$ cat config.mk
export PLATFORM = sky130hd
export DESIGN_NAME = npc_next_addr
export DESIGN_NICKNAME = d
export VERILOG_FILES = /design/src/rtl/npc_pkg.sv /design/src/rtl/npc_branch_check.sv /design/src/rtl/npc_incr_adder.sv /design/src/rtl/npc_src_mux.sv /design/src/rtl/npc_next_addr.sv
export SDC_FILE = /design/constraint.sdc
export NUM_CORES = 1
export LEC_CHECK = 0
export BUFFER_PORTS_ARGS = -buffer_cell sky130_fd_sc_hd__buf_2
export CAP_MARGIN = 20
export CORE_UTILIZATION = 40
export DETAILED_ROUTE_END_ITERATION = 8
export MAX_ROUTING_LAYER = met4
export PLACE_DENSITY = 0.76
export SLEW_MARGIN = 40
export SYNTH_ARGS = -nofsm -noshare
export SYNTH_HDL_FRONTEND = slang
export SYNTH_SLANG_ARGS = --single-unit
$ cat constraint.sdc
create_clock -name vclk -period 6.71
set_clock_uncertainty 0.2 [all_clocks]
set_input_delay 0.3355 -clock vclk [all_inputs]
set_output_delay 0.3355 -clock vclk [all_outputs]
set_load 0.02 [all_outputs]
$ cat src/rtl/npc_pkg.sv
package npc_pkg;
  typedef enum logic [1:0] {
    BR_NONE = 2'b00,
    BR_EQ   = 2'b01,
    BR_NE   = 2'b10,
    BR_NEG  = 2'b11
  } br_kind_e;

  typedef enum logic [1:0] {
    SRC_SEQ  = 2'b00,
    SRC_JUMP = 2'b01,
    SRC_REG  = 2'b10,
    SRC_TRAP = 2'b11
  } pc_src_e;
endpackage

$ cat src/rtl/npc_branch_check.sv
module npc_branch_check
  import npc_pkg::*;
#(
  parameter int DATA_W = 32
) (
  input  logic [DATA_W-1:0] rs_i,
  input  logic [DATA_W-1:0] rt_i,
  input  logic [1:0]        kind_i,
  output logic              taken_o
);
  logic same;
  assign same = (rs_i == rt_i);

  always_comb begin
    unique case (br_kind_e'(kind_i))
      BR_EQ:   taken_o = same;
      BR_NE:   taken_o = ~same;
      BR_NEG:  taken_o = rs_i[DATA_W-1];
      default: taken_o = 1'b0;
    endcase
  end

  always_comb begin
    if (kind_i == 2'b00) begin
      AST_NO_BRANCH_IDLE: assert (!taken_o);
    end
    if (kind_i == 2'b01 && taken_o) begin
      AST_EQ_TAKEN_MATCH: assert ((rs_i ^ rt_i) == '0);
    end
    if (kind_i == 2'b10 && taken_o) begin
      AST_NE_TAKEN_DIFF: assert (|(rs_i ^ rt_i));
    end
    if (kind_i == 2'b11) begin
      AST_NEG_SIGN_ONLY: assert (taken_o == $signed(rs_i) < 0);
    end
  end
endmodule

$ cat src/rtl/npc_incr_adder.sv
module npc_incr_adder #(
  parameter int W = 30
) (
  input  logic [W-1:0] base_i,
  input  logic [W-1:0] addend_i,
  output logic [W-1:0] sum_o
);
  localparam logic [W-1:0] CIN = {{(W-1){1'b0}}, 1'b1};

  // carry-in tied high: base + addend + 1, modulo 2^W
  assign sum_o = base_i + addend_i + CIN;

  always_comb begin
    if (addend_i == '0) begin
      AST_STEP_ONE: assert (sum_o - base_i == CIN);
    end
  end
endmodule

$ cat src/rtl/npc_src_mux.sv
module npc_src_mux
  import npc_pkg::*;
#(
  parameter int                WORD_W     = 30,
  parameter int                JTA_W      = 26,
  parameter logic [WORD_W-1:0] TRAP_WADDR = '0
) (
  input  logic [WORD_W-1:0] seq_i,
  input  logic [WORD_W-1:0] cur_i,
  input  logic [JTA_W-1:0]  jta_i,
  input  logic [WORD_W-1:0] reg_i,
  input  logic [1:0]        sel_i,
  output logic [WORD_W-1:0] next_o
);
  localparam int REGION_W = WORD_W - JTA_W;

  logic [WORD_W-1:0] jump_addr;
  assign jump_addr = {cur_i[WORD_W-1 -: REGION_W], jta_i};

  always_comb begin
    unique case (pc_src_e'(sel_i))
      SRC_JUMP: next_o = jump_addr;
      SRC_REG:  next_o = reg_i;
      SRC_TRAP: next_o = TRAP_WADDR;
      default:  next_o = seq_i;
    endcase
  end

  always_comb begin
    if (sel_i == 2'b01) begin
      AST_JUMP_REGION_KEPT: assert (next_o[WORD_W-1 -: REGION_W] == cur_i[WORD_W-1 -: REGION_W]);
      AST_JUMP_LOW_FIELD: assert (next_o[JTA_W-1:0] == jta_i);
    end
    if (sel_i == 2'b11) begin
      AST_TRAP_FIXED: assert (next_o == TRAP_WADDR);
    end
  end
endmodule

$ cat src/rtl/npc_next_addr.sv
module npc_next_addr
  import npc_pkg::*;
#(
  parameter int                      ADDR_W     = 32,
  parameter int                      OFS_W      = 16,
  parameter int                      JTA_W      = 26,
  parameter logic [ADDR_W-3:0]       TRAP_WADDR = 30'h0000_0060
) (
  input  logic [ADDR_W-3:0] pc_word_i,
  input  logic [OFS_W-1:0]  ofs_i,
  input  logic [JTA_W-1:0]  jta_i,
  input  logic [ADDR_W-1:0] rs_val_i,
  input  logic [ADDR_W-1:0] rt_val_i,
  input  logic [1:0]        br_type_i,
  input  logic [1:0]        pc_src_i,
  output logic [ADDR_W-3:0] next_pc_o,
  output logic [ADDR_W-3:0] incr_pc_o
);
  localparam int WORD_W = ADDR_W - 2;
  localparam int EXT_W  = WORD_W - OFS_W;
  localparam logic [WORD_W-1:0] ONE = {{(WORD_W-1){1'b0}}, 1'b1};

  logic              taken;
  logic [WORD_W-1:0] ofs_ext;
  logic [WORD_W-1:0] addend;

  npc_branch_check #(.DATA_W(ADDR_W)) u_cond (
    .rs_i    (rs_val_i),
    .rt_i    (rt_val_i),
    .kind_i  (br_type_i),
    .taken_o (taken)
  );

  assign ofs_ext = {{EXT_W{ofs_i[OFS_W-1]}}, ofs_i};
  assign addend  = taken ? ofs_ext : '0;

  npc_incr_adder #(.W(WORD_W)) u_add (
    .base_i   (pc_word_i),
    .addend_i (addend),
    .sum_o    (incr_pc_o)
  );

  npc_src_mux #(
    .WORD_W     (WORD_W),
    .JTA_W      (JTA_W),
    .TRAP_WADDR (TRAP_WADDR)
  ) u_mux (
    .seq_i  (incr_pc_o),
    .cur_i  (pc_word_i),
    .jta_i  (jta_i),
    .reg_i  (rs_val_i[ADDR_W-1:2]),
    .sel_i  (pc_src_i),
    .next_o (next_pc_o)
  );

  always_comb begin
    if (br_type_i == 2'b00) begin
      AST_SEQ_STEP: assert (incr_pc_o == pc_word_i + ONE);
    end
    if (br_type_i == 2'b10 && rs_val_i == rt_val_i) begin
      AST_NE_FALLTHROUGH: assert (incr_pc_o == pc_word_i + ONE);
    end
    if (br_type_i == 2'b01 && rs_val_i == rt_val_i) begin
      AST_EQ_TARGET: assert (incr_pc_o - ONE - pc_word_i == ofs_ext);
    end
    if (pc_src_i == 2'b00) begin
      AST_SEQ_PASS: assert (next_pc_o == incr_pc_o);
    end
    if (pc_src_i == 2'b10) begin
      AST_REG_WORD: assert ({next_pc_o, 2'b00} == {rs_val_i[ADDR_W-1:2], 2'b00});
    end
  end
endmodule

==> results.json <==
{
  "hp-class": "in -> out",
  "path_max_fanout": 15,
  "synth_nets": 575,
  "initial_utilization_pct": 41.3,
  "die_w_um": 85.5,
  "drv_slew": 0,
  "dr.pass1.iters": 5,
  "endpoint": "next_pc_o[28]",
  "seq_area_um2": 0,
  "grt_max_degree": 40,
  "path_class": "in -> out",
  "finalSetupTns_ns": 0,
  "globalplace.congestion": 0.927,
  "clock_buffers": 0,
  "grt_pass1_vias": 3443,
  "max-slew-margin-rel_pct": 45.3,
  "synthDistinctLibCells": 61,
  "core_um2": 6760,
  "wl_met1_um": 4640,
  "cp_data_required_time_ns": 6.17,
  "dr.max_layer_used": "met4",
  "yosys.area.top_type": "ha_1",
  "grt_first_pass_wirelength_um": 16500,
  "vias": 3731,
  "avgSynthCellArea_um2": 6.89,
  "synth.most_common_cell": "nand2_1",
  "p_per_area_nw_per_um2": 110,
  "dpl_cell_area_um2": 3830,
  "drc": 0,
  "worst_slew_pin_slew_ns": 0.818,
  "dr_wl_met2_um": 5220,
  "hold_slack_ns": 0.791,
  "routed_via_density": 5.57,
  "port_buffers": 200,
  "vdd_drop_max_mv": 0.0564,
  "layout-drive-gt1-share_pct": 37.8,
  "ant_nets": 0,
  "synth_warnings": 0,
  "end_kind": "primary output",
  "setup_violations": 0,
  "cts_hold_buf": 0,
  "fin_crit_sh_pct": 84.8,
  "static-leakage-power_uw": 0.00211,
  "hpwl_um": 9170,
  "cts_resized": 0,
  "design.seq.count": 0,
  "synth.area.top_cells": "ha_1 13%, xor2_1 12%, mux2i_1 6.8%",
  "placed_cells": 670,
  "cap_violations": 0,
  "fin_crit_ns": 5.69,
  "status": "complete, no violations",
  "nFillCells": 666,
  "power_uw": 422,
  "multiInputGateArea_um2": 2660,
  "finalHoldViolations": 0,
  "synthesis.area_um2": 2790,
  "drt-initial-drc-count": 162,
  "num_rows": 30,
  "critPathLaunch": "rt_val_i[12]",
  "grt_usage_pct": 28.5,
  "final-instance-count-excl-fill": 670,
  "boundaryPins": 200,
  "antenna_found_initial": 0,
  "rsz0062_at_grt": "no",
  "fmax_mhz": 176,
  "grt_remaining_overflow": 0,
  "arrival_ns": 5.15,
  "design_area_um2": 3830,
  "final_net_count": 762,
  "wl_per_cell_um": 16.1,
  "startpoint_type": "primary input",
  "post_cts_buffers": 0,
  "met3_length_um": 783,
  "n_antenna_cell": 0,
  "die_area_um2": 7320,
  "synth-seq-area-share_pct": 0,
  "syn_inst": 405,
  "area_growth_pct": 37.4,
  "synth_top_area_share_pct": 13.0,
  "wl_um": 10800,
  "dieHeight_um": 85.5,
  "yosys-top-cells-count": "44 x nand2_1, 39 x xor2_1, 36 x o21ai_0"
}
-- metrics by stage --
step | setup WS (ns) | util (%)
after global routing | 0.777 | 56.8
after floorplan | 1.34 | -
after detailed placement | 0.864 | 56.6
final | 1.02 | 56.8
after global placement | 1.04 | 56.6
after CTS | 0.845 | 56.6
-- how the worst min path moves through the flow --
stage,start,end,slack (ns),depth (start not counted)
4_1_cts,jta_i[11],next_pc_o[11],0.79,4
6_report,jta_i[11],next_pc_o[11],0.79,4
3_3_place_gp,jta_i[3],next_pc_o[3],0.79,4
5_1_grt,jta_i[0],next_pc_o[0],0.81,4
2_1_floorplan,pc_word_i[29],incr_pc_o[29],0.61,1
3_5_place_dp,jta_i[0],next_pc_o[0],0.79,4
-- worst max-delay path, stage by stage --
cell	delay (ns)
buf_2	0.10
xor2_1	0.15
nor4_1	0.53
nand2_1	0.20
o31a_1	0.39
nor2_1	0.66
and2_1	0.23
ha_1	0.28
a21oi_1	0.26
nor2_1	0.09
or3b_4	0.41
or4b_4	0.56
a311oi_2	0.31
o41ai_2	0.13
xor2_1	0.17
a21o_1	0.19
buf_2	0.15
-- cells in the final DEF (no fill, tap or decap), types with 3 or more instances in the layout --
master    synthesis  final
a211oi_1          4      4
o211ai_1          3      3
nand2_1          44     44
o31a_1            5      5
a31oi_1           5      5
o21ai_0          36     36
and2_1           15     15
nor2_1           28     27
a21bo_2           3      3
nor2b_1           4      4
nor3_1            6      5
mux2i_1          19     19
a21oi_1          27     27
nand3b_1          4      4
a31o_2            3      3
nand2b_1          3      3
buf_2             0    199
xor2_1           39     39
a21o_1           15     15
nand3_1           7      7
nand4_1           4      4
o21a_1            6      6
nor4_1            8      8
buf_4             1      3
ha_1             29     29
xnor2_1          19     19
and3_1            8      8
inv_1            13     13
-- cell type report --
class	count	area share (%)
Multi-Input combinational cell	374	69.5
Timing Repair Buffer	202	26.6
Tap cell	80	2.61
Inverter	14	1.37
-- logic make-up (layout without fill, tap and decap cells) --
logic type	Yosys count	count (layout)	share of synthesized area (%)
AND/OR/NAND/NOR	139	139	25.2
AO/OA/AOI/OAI	127	127	30.6
XOR/XNOR	58	58	18.2
buffers and inverters	31	216	5.11
adder cells (fa/ha/maj)	30	30	13.7
multiplexers	20	20	7.22
-- layer usage --
layer  GRT usage [%]  vias up
met5               -        -
met2            49.4      166
met4            4.85        0
met3            1.92       16
li1                -     1850
met1            37.0     1699
-- power breakdown --
group / internal (uW) / switching, uW
sequential: 0 / 0
combinational: 166 / 256
clock: 0 / 0
total: 166 / 256
Power figures use the tool's default switching activity.
